<file path="config.mk">
export PLATFORM = sky130hd
export DESIGN_NAME = npc_predict
export DESIGN_NICKNAME = d
export VERILOG_FILES = /design/src/rtl/npc_predict_pkg.sv /design/src/rtl/npc_btb.sv /design/src/rtl/npc_dir.sv /design/src/rtl/npc_ras.sv /design/src/rtl/npc_predict.sv
export SDC_FILE = /design/constraint.sdc
export NUM_CORES = 2
export LEC_CHECK = 0
export BUFFER_PORTS_ARGS = -buffer_cell sky130_fd_sc_hd__buf_2
export CAP_MARGIN = 5
export CORE_UTILIZATION = 35
export CTS_CLUSTER_DIAMETER = 150
export DETAILED_ROUTE_END_ITERATION = 12
export PLACE_DENSITY_LB_ADDON = 0.05
export SYNTH_ARGS = -nofsm -noshare
export SYNTH_HDL_FRONTEND = slang
export SYNTH_SLANG_ARGS = --single-unit
</file>
<file path="constraint.sdc">
create_clock -name clk -period 18 [get_ports clk]
set_input_delay 0.9 -clock clk [delete_from_list [all_inputs] [get_ports clk]]
set_output_delay 0.9 -clock clk [all_outputs]
set_load 0.02 [all_outputs]
</file>
<file path="src/rtl/npc_predict_pkg.sv">
package npc_predict_pkg;

  typedef enum logic [1:0] {
    BK_COND = 2'd0,
    BK_JUMP = 2'd1,
    BK_CALL = 2'd2,
    BK_RET  = 2'd3
  } br_kind_e;

  localparam logic [15:0] LFSR_SEED = 16'hACE1;

  function automatic br_kind_e classify(input logic is_ret, input logic is_call,
                                        input logic is_jmp);
    if (is_ret)       return BK_RET;
    else if (is_call) return BK_CALL;
    else if (is_jmp)  return BK_JUMP;
    else              return BK_COND;
  endfunction

  function automatic logic [15:0] lfsr_step(input logic [15:0] s);
    return {s[14:0], s[15] ^ s[13] ^ s[12] ^ s[10]};
  endfunction

endpackage

</file>
<file path="src/rtl/npc_btb.sv">
module npc_btb
  import npc_predict_pkg::*;
#(
  parameter int ENTRIES = 8,
  parameter int AW      = 32
) (
  input  logic          clk,
  input  logic          rst,
  input  logic [AW-1:0] lk_pc,
  output logic          lk_hit,
  output br_kind_e      lk_kind,
  output logic [AW-1:0] lk_tgt,
  input  logic          wr_en,
  input  logic [AW-1:0] wr_src,
  input  logic [AW-1:0] wr_tgt,
  input  br_kind_e      wr_kind
);
  localparam int IW = $clog2(ENTRIES);

  logic [ENTRIES-1:0] vld;
  logic [AW-1:0]      src_q [ENTRIES];
  logic [AW-1:0]      tgt_q [ENTRIES];
  br_kind_e           kind_q[ENTRIES];
  logic [15:0]        lfsr;

  logic [ENTRIES-1:0] lk_match, wr_match;
  logic [IW-1:0]      lk_idx, wr_idx, free_idx, sel_idx;

  for (genvar g = 0; g < ENTRIES; g++) begin : g_cmp
    assign lk_match[g] = vld[g] && (src_q[g] == lk_pc);
    assign wr_match[g] = vld[g] && (src_q[g] == wr_src);
  end

  // lowest index wins in every encoder
  always_comb begin
    lk_idx   = '0;
    wr_idx   = '0;
    free_idx = '0;
    for (int i = ENTRIES - 1; i >= 0; i--) begin
      if (lk_match[i]) lk_idx   = IW'(i);
      if (wr_match[i]) wr_idx   = IW'(i);
      if (!vld[i])     free_idx = IW'(i);
    end
  end

  always_comb begin
    if (|wr_match)     sel_idx = wr_idx;
    else if (!(&vld))  sel_idx = free_idx;
    else               sel_idx = lfsr[IW-1:0];
  end

  assign lk_hit  = |lk_match;
  assign lk_kind = kind_q[lk_idx];
  assign lk_tgt  = tgt_q[lk_idx];

  always_ff @(posedge clk) begin
    if (rst) begin
      vld  <= '0;
      lfsr <= LFSR_SEED;
    end else begin
      lfsr <= lfsr_step(lfsr);
      if (wr_en) vld[sel_idx] <= 1'b1;
    end
  end

  always_ff @(posedge clk) begin
    if (wr_en) begin
      src_q[sel_idx]  <= wr_src;
      tgt_q[sel_idx]  <= wr_tgt;
      kind_q[sel_idx] <= wr_kind;
    end
  end

endmodule

</file>
<file path="src/rtl/npc_dir.sv">
module npc_dir #(
  parameter int IDX_W = 8
) (
  input  logic             clk,
  input  logic             rst,
  input  logic [IDX_W-1:0] rd_bits,
  output logic             rd_taken,
  input  logic             spec_shift,
  input  logic             spec_bit,
  input  logic             wr_en,
  input  logic [IDX_W-1:0] wr_bits,
  input  logic             wr_taken,
  input  logic             restore,
  output logic [IDX_W-1:0] ghr_spec_o,
  output logic [IDX_W-1:0] ghr_com_o
);
  localparam int N = 2 ** IDX_W;

  logic [1:0]       ctr [N];
  logic [IDX_W-1:0] ghs, ghc, ghc_n, rd_idx, wr_idx;
  logic [1:0]       old_c, new_c;

  assign rd_idx   = rd_bits ^ ghs;
  assign wr_idx   = wr_bits ^ ghc;
  assign rd_taken = ctr[rd_idx][1];
  assign old_c    = ctr[wr_idx];

  always_comb begin
    new_c = old_c;
    if (wr_taken && old_c != 2'd3)       new_c = old_c + 2'd1;
    else if (!wr_taken && old_c != 2'd0) new_c = old_c - 2'd1;
  end

  assign ghc_n = wr_en ? {ghc[IDX_W-2:0], wr_taken} : ghc;

  always_ff @(posedge clk) begin
    if (rst) begin
      for (int i = 0; i < N; i++) ctr[i] <= 2'd1;
      ghs <= '0;
      ghc <= '0;
    end else begin
      if (wr_en) ctr[wr_idx] <= new_c;
      ghc <= ghc_n;
      if (restore)         ghs <= ghc_n;
      else if (spec_shift) ghs <= {ghs[IDX_W-2:0], spec_bit};
    end
  end

  assign ghr_spec_o = ghs;
  assign ghr_com_o  = ghc;

endmodule

</file>
<file path="src/rtl/npc_ras.sv">
module npc_ras #(
  parameter int DEPTH = 8,
  parameter int AW    = 32
) (
  input  logic                       clk,
  input  logic                       rst,
  input  logic                       spec_push,
  input  logic                       spec_pop,
  input  logic [AW-1:0]              spec_val,
  input  logic                       com_push,
  input  logic                       com_pop,
  input  logic [AW-1:0]              com_val,
  input  logic                       restore,
  output logic [AW-1:0]              spec_top,
  output logic                       spec_empty,
  output logic [$clog2(DEPTH):0]     spec_cnt_o,
  output logic [$clog2(DEPTH):0]     com_cnt_o
);
  localparam int PW = $clog2(DEPTH);
  localparam int CW = PW + 1;
  localparam logic [CW-1:0] FULL = CW'(DEPTH);

  logic [AW-1:0] spec_mem[DEPTH];
  logic [AW-1:0] com_mem [DEPTH];
  logic [PW-1:0] spec_ptr, com_ptr, com_ptr_n;
  logic [CW-1:0] spec_cnt, com_cnt, com_cnt_n;

  always_comb begin
    com_ptr_n = com_ptr;
    com_cnt_n = com_cnt;
    if (com_push) begin
      com_ptr_n = com_ptr + PW'(1);
      com_cnt_n = (com_cnt == FULL) ? FULL : com_cnt + CW'(1);
    end else if (com_pop && com_cnt != '0) begin
      com_ptr_n = com_ptr - PW'(1);
      com_cnt_n = com_cnt - CW'(1);
    end
  end

  always_ff @(posedge clk) begin
    if (rst) begin
      com_ptr  <= '0;
      com_cnt  <= '0;
      spec_ptr <= '0;
      spec_cnt <= '0;
    end else begin
      com_ptr <= com_ptr_n;
      com_cnt <= com_cnt_n;
      if (restore) begin
        spec_ptr <= com_ptr_n;
        spec_cnt <= com_cnt_n;
      end else if (spec_push) begin
        spec_ptr <= spec_ptr + PW'(1);
        spec_cnt <= (spec_cnt == FULL) ? FULL : spec_cnt + CW'(1);
      end else if (spec_pop && spec_cnt != '0) begin
        spec_ptr <= spec_ptr - PW'(1);
        spec_cnt <= spec_cnt - CW'(1);
      end
    end
  end

  always_ff @(posedge clk) begin
    if (com_push) com_mem[com_ptr_n] <= com_val;
    if (restore) begin
      for (int i = 0; i < DEPTH; i++)
        spec_mem[i] <= (com_push && PW'(i) == com_ptr_n) ? com_val : com_mem[i];
    end else if (spec_push) begin
      spec_mem[spec_ptr + PW'(1)] <= spec_val;
    end
  end

  assign spec_top   = spec_mem[spec_ptr];
  assign spec_empty = (spec_cnt == '0);
  assign spec_cnt_o = spec_cnt;
  assign com_cnt_o  = com_cnt;

endmodule

</file>
<file path="src/rtl/npc_predict.sv">
module npc_predict
  import npc_predict_pkg::*;
#(
  parameter int          ADDR_W      = 32,
  parameter int          BTB_ENTRIES = 8,
  parameter int          PHT_IDX_W   = 8,
  parameter int          RAS_DEPTH   = 8,
  parameter bit          PREDICT_EN  = 1'b1,
  parameter logic [31:0] RESET_PC    = 32'h0
) (
  input  logic              clk,
  input  logic              rst,
  input  logic [ADDR_W-1:0] fetch_pc_i,
  input  logic              upd_valid_i,
  input  logic              upd_redirect_i,
  input  logic              upd_taken_i,
  input  logic [ADDR_W-1:0] upd_pc_i,
  input  logic [ADDR_W-1:0] upd_target_i,
  input  logic              upd_is_call_i,
  input  logic              upd_is_ret_i,
  input  logic              upd_is_jmp_i,
  output logic [ADDR_W-1:0] next_pc_o,
  output logic              taken_o
);
  localparam int CNT_W = $clog2(RAS_DEPTH) + 1;
  localparam logic [ADDR_W-1:0] STEP = ADDR_W'(4);

  logic              redirect;
  logic [ADDR_W-1:0] seq_pc, fix_pc, pred_pc, nxt_pc;
  logic              pred_tk, nxt_tk;
  logic [PHT_IDX_W-1:0] ghr_spec, ghr_com;
  logic [CNT_W-1:0]     ras_spec_cnt, ras_com_cnt;

  assign redirect = upd_valid_i && upd_redirect_i;
  assign seq_pc   = fetch_pc_i + STEP;
  assign fix_pc   = upd_taken_i ? upd_target_i : upd_pc_i + STEP;

  if (PREDICT_EN) begin : g_pred
    br_kind_e          hit_kind, upd_kind;
    logic              hit, dir_tk, ras_empty, use_ras;
    logic [ADDR_W-1:0] hit_tgt, ras_top;

    assign upd_kind = classify(upd_is_ret_i, upd_is_call_i, upd_is_jmp_i);

    npc_btb #(.ENTRIES(BTB_ENTRIES), .AW(ADDR_W)) u_btb (
      .clk    (clk),
      .rst    (rst),
      .lk_pc  (fetch_pc_i),
      .lk_hit (hit),
      .lk_kind(hit_kind),
      .lk_tgt (hit_tgt),
      .wr_en  (upd_valid_i && upd_taken_i),
      .wr_src (upd_pc_i),
      .wr_tgt (upd_target_i),
      .wr_kind(upd_kind)
    );

    npc_dir #(.IDX_W(PHT_IDX_W)) u_dir (
      .clk       (clk),
      .rst       (rst),
      .rd_bits   (fetch_pc_i[2 +: PHT_IDX_W]),
      .rd_taken  (dir_tk),
      .spec_shift(!redirect && hit && hit_kind == BK_COND),
      .spec_bit  (dir_tk),
      .wr_en     (upd_valid_i && upd_kind == BK_COND),
      .wr_bits   (upd_pc_i[2 +: PHT_IDX_W]),
      .wr_taken  (upd_taken_i),
      .restore   (redirect),
      .ghr_spec_o(ghr_spec),
      .ghr_com_o (ghr_com)
    );

    npc_ras #(.DEPTH(RAS_DEPTH), .AW(ADDR_W)) u_ras (
      .clk       (clk),
      .rst       (rst),
      .spec_push (!redirect && hit && hit_kind == BK_CALL),
      .spec_pop  (!redirect && hit && hit_kind == BK_RET),
      .spec_val  (seq_pc),
      .com_push  (upd_valid_i && upd_kind == BK_CALL),
      .com_pop   (upd_valid_i && upd_kind == BK_RET),
      .com_val   (upd_pc_i + STEP),
      .restore   (redirect),
      .spec_top  (ras_top),
      .spec_empty(ras_empty),
      .spec_cnt_o(ras_spec_cnt),
      .com_cnt_o (ras_com_cnt)
    );

    assign use_ras = (hit_kind == BK_RET) && !ras_empty;
    assign pred_tk = hit && (hit_kind != BK_COND || dir_tk);
    assign pred_pc = !pred_tk ? seq_pc : (use_ras ? ras_top : hit_tgt);
  end else begin : g_seq
    assign pred_tk      = 1'b0;
    assign pred_pc      = seq_pc;
    assign ghr_spec     = '0;
    assign ghr_com      = '0;
    assign ras_spec_cnt = '0;
    assign ras_com_cnt  = '0;
  end

  assign nxt_pc = redirect ? fix_pc : pred_pc;
  assign nxt_tk = !redirect && pred_tk;

  always_ff @(posedge clk) begin
    if (rst) begin
      next_pc_o <= RESET_PC[ADDR_W-1:0];
      taken_o   <= 1'b0;
    end else begin
      next_pc_o <= nxt_pc;
      taken_o   <= nxt_tk;
    end
  end

endmodule

</file>
Word-level counts from Yosys, hierarchy flattened
Memory sizes are Yosys's and may differ from the RTL's. A register that Yosys moved wholly into a read port is not among the register bits.
Cells that the tools add are included.
{"block": "op_classes", "n_addsub": 12, "order_cmp": 2, "eq_ne": 30, "n_mux": 82, "n_bitwise": 6, "n_reduce_logical": 60}
{"cell": "== test 32 bit", "n": 16}
{"cell": "2-to-1 mux 32 bit", "n": 13}
{"cell": "2-to-1 mux 3 bit", "n": 34}
{"cell": "adder 32 x 3 -> 32 bit (second input constant)", "n": 2}
{"cell": "logical AND 1 bit", "n": 41}
{"cell": "2-to-1 mux 8 bit", "n": 4}
{"cell": "OR reduction 32 bit", "n": 1}
{"cell": "2-to-1 mux 4 bit", "n": 7}
{"cell": "2-to-1 mux 1 bit", "n": 18}
{"cell": "OR reduction 8 bit", "n": 2}
{"cell": "XOR 8 bit", "n": 2}
{"cell": "== test 3 bit (first input constant)", "n": 4}
{"cell": "2-to-1 mux 2 bit", "n": 5}
{"cell": "adder 4 x 1 -> 4 bit (second input constant)", "n": 2}
{"cell": "== test 2 bit (second input constant)", "n": 4}
{"cell": "== test 4 bit (second input constant)", "n": 2}
{"cell": "OR 8 bit", "n": 1}
{"cell": "AND reduction 8 bit", "n": 1}
{"cell": "nonzero test 4 bit", "n": 2}
{"cell": "subtractor 4 x 1 -> 4 bit (second input constant)", "n": 2}
{"cell": "adder 3 x 1 -> 3 bit (second input constant)", "n": 2}
{"cell": "== test 2 x 3 -> 1 bit (first input constant)", "n": 2}
{"cell": "nonzero test 2 bit", "n": 3}
{"cell": "subtractor 3 x 1 -> 3 bit (second input constant)", "n": 2}
{"cell": "15 further kinds", "n": 20}
{"block": "word_totals", "register_bits": 87, "ram_bits": 1552, "input_bits": 104, "out_inout_bits": 33, "elab_cells": 208, "memories": 6}
{"name": "g_pred.u_dir.ctr", "depth": 256, "width": 2, "rd": 2, "rd_ports_with_merged_regs": 0, "wr": 256, "line_no": "npc_dir.sv:19", "source": "logic [1:0] ctr [N];"}
{"name": "g_pred.u_btb.src_q", "depth": 8, "width": 32, "rd": 8, "rd_ports_with_merged_regs": 0, "wr": 1, "line_no": "npc_btb.sv:21", "source": "logic [AW-1:0] src_q [ENTRIES];"}
{"name": "g_pred.u_btb.tgt_q", "depth": 8, "width": 32, "rd": 1, "rd_ports_with_merged_regs": 0, "wr": 1, "line_no": "npc_btb.sv:22", "source": "logic [AW-1:0] tgt_q [ENTRIES];"}
{"name": "g_pred.u_ras.com_mem", "depth": 8, "width": 32, "rd": 8, "rd_ports_with_merged_regs": 0, "wr": 1, "line_no": "npc_ras.sv:24", "source": "logic [AW-1:0] com_mem [DEPTH];"}
{"name": "g_pred.u_ras.spec_mem", "depth": 8, "width": 32, "rd": 1, "rd_ports_with_merged_regs": 1, "wr": 8, "line_no": "npc_ras.sv:23", "source": "logic [AW-1:0] spec_mem[DEPTH];"}
{"name": "g_pred.u_btb.kind_q", "depth": 8, "width": 2, "rd": 1, "rd_ports_with_merged_regs": 0, "wr": 1, "line_no": "npc_btb.sv:23", "source": "br_kind_e kind_q[ENTRIES];"}

Logic depth before layout (Yosys ltp)
An unclocked memory read counts as a cell.
{"block": "logic_depth", "depth_word": 19, "ltp_mapped": 21, "mapped_depth_nobuf": 15}

Modules after synthesis
From an unflattened synthesis, not the netlist that was laid out.
{"block": "hier_totals", "cells_unflattened": 6473, "hier_area_um2": 81981.1}
{"module": "npc_dir", "n_inst": 1, "cells_per_inst": 2305, "area_per_inst_um2": 28657.5, "seq_area_each_um2": 15695.1}
{"module": "npc_btb", "n_inst": 1, "cells_per_inst": 1862, "area_per_inst_um2": 26097.5, "seq_area_each_um2": 16335.7}
{"module": "npc_ras", "n_inst": 1, "cells_per_inst": 1856, "area_per_inst_um2": 24036.8, "seq_area_each_um2": 15715.1}
{"module": "npc_predict", "n_inst": 1, "cells_per_inst": 450, "area_per_inst_um2": 3189.3, "seq_area_each_um2": 660.6}

Worst setup path after synthesis
Ideal clock, no wire load.
{"block": "synth_timing", "path_kind": "input port to flip-flop", "startpoint": "input port upd_pc_i[3]", "endpoint": "memory g_pred.u_btb.kind_q[0][0] (netlist bit) (enable)", "setup_time_ns": 0.656, "arrival_ns": 9.332, "t_required_ns": 17.344, "slack_ns": 8.012, "cell_stages": 10, "path_buffers": 2, "cell_sequence": "clkbuf_1 buf_1 xnor2_1 nand4_1 nor4_1 nand4_1 or4_1 nand2_1 nor3_1 nor4_1"}
{"block": "synth_between", "elab_chain_len": 11, "word_cells_on_any_way": 26, "cone_classes": "8 x eq/ne; 9 x mux; 9 x reduce/logical"}
{"item": "start, declared", "line_no": "npc_predict.sv:17", "source": "input logic [ADDR_W-1:0] upd_pc_i,"}
{"item": "== test 32 bit", "line_no": "npc_btb.sv:31", "source": "assign wr_match[g] = vld[g] && (src_q[g] == wr_src);"}
{"item": "logical AND 1 bit", "line_no": "npc_btb.sv:31"}
{"item": "2-to-1 mux 3 bit (8 in a row)", "line_no": "npc_btb.sv:41", "source": "if (wr_match[i]) wr_idx = IW'(i);"}
{"item": "2-to-1 mux 3 bit *", "line_no": "npc_btb.sv:47", "source": "if (|wr_match) sel_idx = wr_idx;"}
{"item": "end, declared", "line_no": "npc_btb.sv:23"}
Mark *: on every way between the ends. The rest lies on a longest branch, timed or not.

==> flow_metrics.py <==
metrics = {
    "logic_synthesis": {
        "syn_inst": 6302,
        "synth_xor_area_frac": 0.06440,
        "yosys.area.top_type_share": 0.5769,
        "synth-compound-area-share": 0.07487,
        "synthMuxAreaShare": 0.1185,
        "ys_types": 73,
        "ys_top_cells_by_area": "edfxtp_1 58%, mux4_2 8.6%, xnor2_1 3.3%",
        "ys_warn_count": 0,
        "synth_top_area_cell": "edfxtp_1",
        "avgSynthCellArea_um2": 12.82,
        "yosysSeqAreaShare": 0.5992,
        "synth_top_family_by_area": "multiplexers",
        "synth_nets": 6418,
        "ys_ff_latch": 1642,
        "yosys.area_share.simple": 0.1120,
        "synth_fa_ha_area_frac": 0.001859,
        "synth_edf_count": 1552,
        "synth.cell_area_um2": 80790,
        "async_flop_share": 0,
        "synth_top_flop_cell": "edfxtp_1",
    },
    "finish": {
        "area_delta_synth_final_pct": 13.49,
        "layout-drive-gt1-share": 0.1804,
        "fillCellCount": 21390,
        "final_nets": 6416,
        "fin_area_um2": 91680,
    },
    "timing": {
        "finClkSkew_ns": 0.07051,
        "worstMarginPinSlew_ns": 1.355,
        "hold_violations": 0,
        "max_freq_mhz": 134.2,
        "whs_ns": 0.3321,
        "fin_crit_sh": 0.4141,
        "maxSlewViolCount": 0,
        "rsz0062_at_grt": "no",
        "slew_headroom": 0.09342,
        "fin_crit_ns": 7.454,
        "fin_setup_tns_ns": 0,
        "finalSetupViolCount": 0,
    },
    "clock_tree": {
        "cts_made_buffers": 192,
        "clk_pin_slew_ns": 0.06,
        "cts-root-buf": "clkbuf_16",
        "insertion_delay_ns": 0.87,
        "clockBufferDepth": 3,
        "cts_tree": "built",
        "cts_hold_buf": 0,
        "cts_setup_buffers": 0,
        "htree_levels": 4,
        "cts_resized": 0,
        "cts.sink_count": 1642,
    },
    "power": {
        "power.leakage_nw": 30.16,
        "pwr_density_cell_nw_per_um2": 99.42,
        "vdd.ir_drop.worst_v": 0.00008331,
    },
    "hold_path": {
        "hold_class": "input port to flop",
    },
    "placed_design": {
        "place_congestion": 0.8452,
        "portBuffers": 136,
        "dpl.hpwl_um": 184400,
        "placed_cell_area_um2": 85330,
    },
    "setup_path": {
        "cp_cell_sequence": "xnor2_2 > buf_4 > buf_4 > mux4_2 > mux4_2 > mux4_2 > mux4_2 > inv_1 > ha_1 > nand2b_1 > and2_1 > xnor2_2 > buf_4 > buf_4 > nand3_1",
        "worstSetupStartpointType": "flop",
        "critical_path_arrival_ns": 7.98,
        "slowest_stage": "buf_4",
        "cp_slowest_stage_delay_ns": 1.01,
        "path_max_fanout": 96,
        "endpoint_kind": "flop",
        "crit_type": "flop to flop",
        "cp_data_required_time_ns": 18.52,
    },
    "floorplan": {
        "die_area_um2": 232700,
        "core_um2": 228400,
        "die_h_um": 482.4,
        "initial_core_util": 0.3537,
        "io_pins": 137,
        "fp.dieW_um": 482.4,
        "num_rows": 175,
    },
    "global_routing": {
        "grt_pass1_wl_um": 427900,
        "grt_use_total": 0.2610,
        "overflow": 0,
        "grt_pass1_vias": 53740,
        "grt_max_degree": 97,
        "antenna_found_initial": 26,
    },
    "drt": {
        "dr.pass1.iters": 6,
        "wl_per_cell_um": 32.24,
        "drc": 0,
        "via_per_inst": 5.824,
        "wirelength_um": 305400,
        "drtIter0Drc": 5595,
        "vias": 55190,
        "drtAntennaViolNets": 0,
    },
    "run": {
        "cap_violations": 0,
    },
    "outcome": {
        "status": "finished clean",
    },
}
==> registers in the layout (all words and copies together), names as in the netlist, named ones only <==
name                     count
g_pred.u_btb.kind_q         16
g_pred.u_btb.lfsr           16
g_pred.u_btb.src_q         256
g_pred.u_btb.tgt_q         256
g_pred.u_btb.vld             8
g_pred.u_dir.ctr           512
g_pred.u_dir.ghr_com_o       8
g_pred.u_dir.ghr_spec_o      8
g_pred.u_ras.com_cnt_o       4
g_pred.u_ras.com_mem       256
g_pred.u_ras.com_ptr         3
g_pred.u_ras.spec_cnt_o      4
g_pred.u_ras.spec_mem      256
g_pred.u_ras.spec_ptr        3
next_pc_o                   32
taken_o                      1
==> synthesized netlist by cell type (20+ instances only) <==
cell type  number
buf_1          67
xor2_1        290
buf_2          48
a21oi_1       219
nor2b_1        28
nand3_1       334
nand4_1       100
or4_1          20
mux2i_1       146
a21o_1        246
inv_1          64
nand2_1       548
xnor2_1       304
nor2_1        338
o221ai_1       33
mux4_2        310
a211oi_1       36
o21ai_0       393
nor3_1        284
clkbuf_1      419
nand2b_1       27
mux2_2        100
dfxtp_1        90
nor4_1        123
edfxtp_1     1552
==> per-stage QoR <==
step	setup slack (ns)	util	power, mW	std cells
2_1_floorplan	8.012	-	4.861	6302
3_3_place_gp	9.785	0.3736	5.236	9114
3_5_place_dp	9.765	0.3736	5.238	9114
4_1_cts	10.47	0.4013	9.184	9465
5_1_grt	10.17	0.4014	9.376	9472
6_report	10.55	0.4014	9.115	9475
==> layout make-up <==
cell class                 instances  area [um2]  area share
inverter                          66       247.7    0.002702
tap                             3009        3765     0.04107
timing repair buffer             342        2252     0.02457
clock inverter                    99        1028     0.01122
sequential                      1642       48420      0.5281
multi-input combinational       4056       30660      0.3344
antenna                            9       22.52   0.0002457
clock buffer                     252        5293     0.05773
==> layer usage <==
layer / GRT usage / up-vias / routed length [um]
li1: - / 23800 / -
met1: 0.3689 / 28820 / 135600
met2: 0.4181 / 2135 / 142900
met3: 0.03277 / 434 / 17930
met4: 0.07879 / 2 / 9037
met5: 0 / - / 13
==> power breakdown <==
part	leakage (nW)	internal (mW)	total, mW	switching, mW
Combinational	12.5	0.262	0.868	0.605
Clock	3.08	2.26	3.95	1.69
Sequential	14.6	4.25	4.29	0.0393
==> worst paths after layout <==
kind	startpoint	endpoint	slack (ns)	cells after the start
worst min-delay path	upd_target_i[28]	g_pred.u_btb.tgt_q[7][28]	0.33	1
worst max-delay path	g_pred.u_dir.ghr_com_o[0]	g_pred.u_dir.ctr[177][0]	10.55	15
worst min register to register	g_pred.u_btb.lfsr[5]	g_pred.u_btb.lfsr[6]	0.41	1
worst max register to register	g_pred.u_dir.ghr_com_o[0]	g_pred.u_dir.ctr[177][0]	10.55	15
==> worst max-delay path: cells and delay by family, from the launching register on <==
kind                       cells  cell delay (ns)
muxes                          4             2.24
DFF                            1             0.51
and+or+nand+nor                3             0.43
adders and majority gates      1             0.17
xor gates and xnor gates       2             0.32
buffers and inverters          5             3.29
==> placed cells by master (no fill, tap or decap), types with 120 or more instances in the layout <==
cell type,Yosys,final
a21o_1,246,246
a21oi_1,219,219
buf_2,48,134
buf_4,1,206
clkbuf_16,0,194
edfxtp_1,1552,1552
mux2i_1,146,146
mux4_2,310,310
nand2_1,548,531
nand3_1,334,329
nor2_1,338,311
nor3_1,284,272
nor4_1,123,120
o21ai_0,393,393
xnor2_1,304,297
xor2_1,290,278
==> cells by family after synthesis <==
group / Yosys count
AND/OR/NAND/NOR: 1897
XOR/XNOR: 594
buffers and inverters: 604
AO/OA/AOI/OAI: 997
multiplexers: 556
flip-flops: 1642
adder cells (fa/ha/maj): 12
Power figures use the tool's default switching activity.
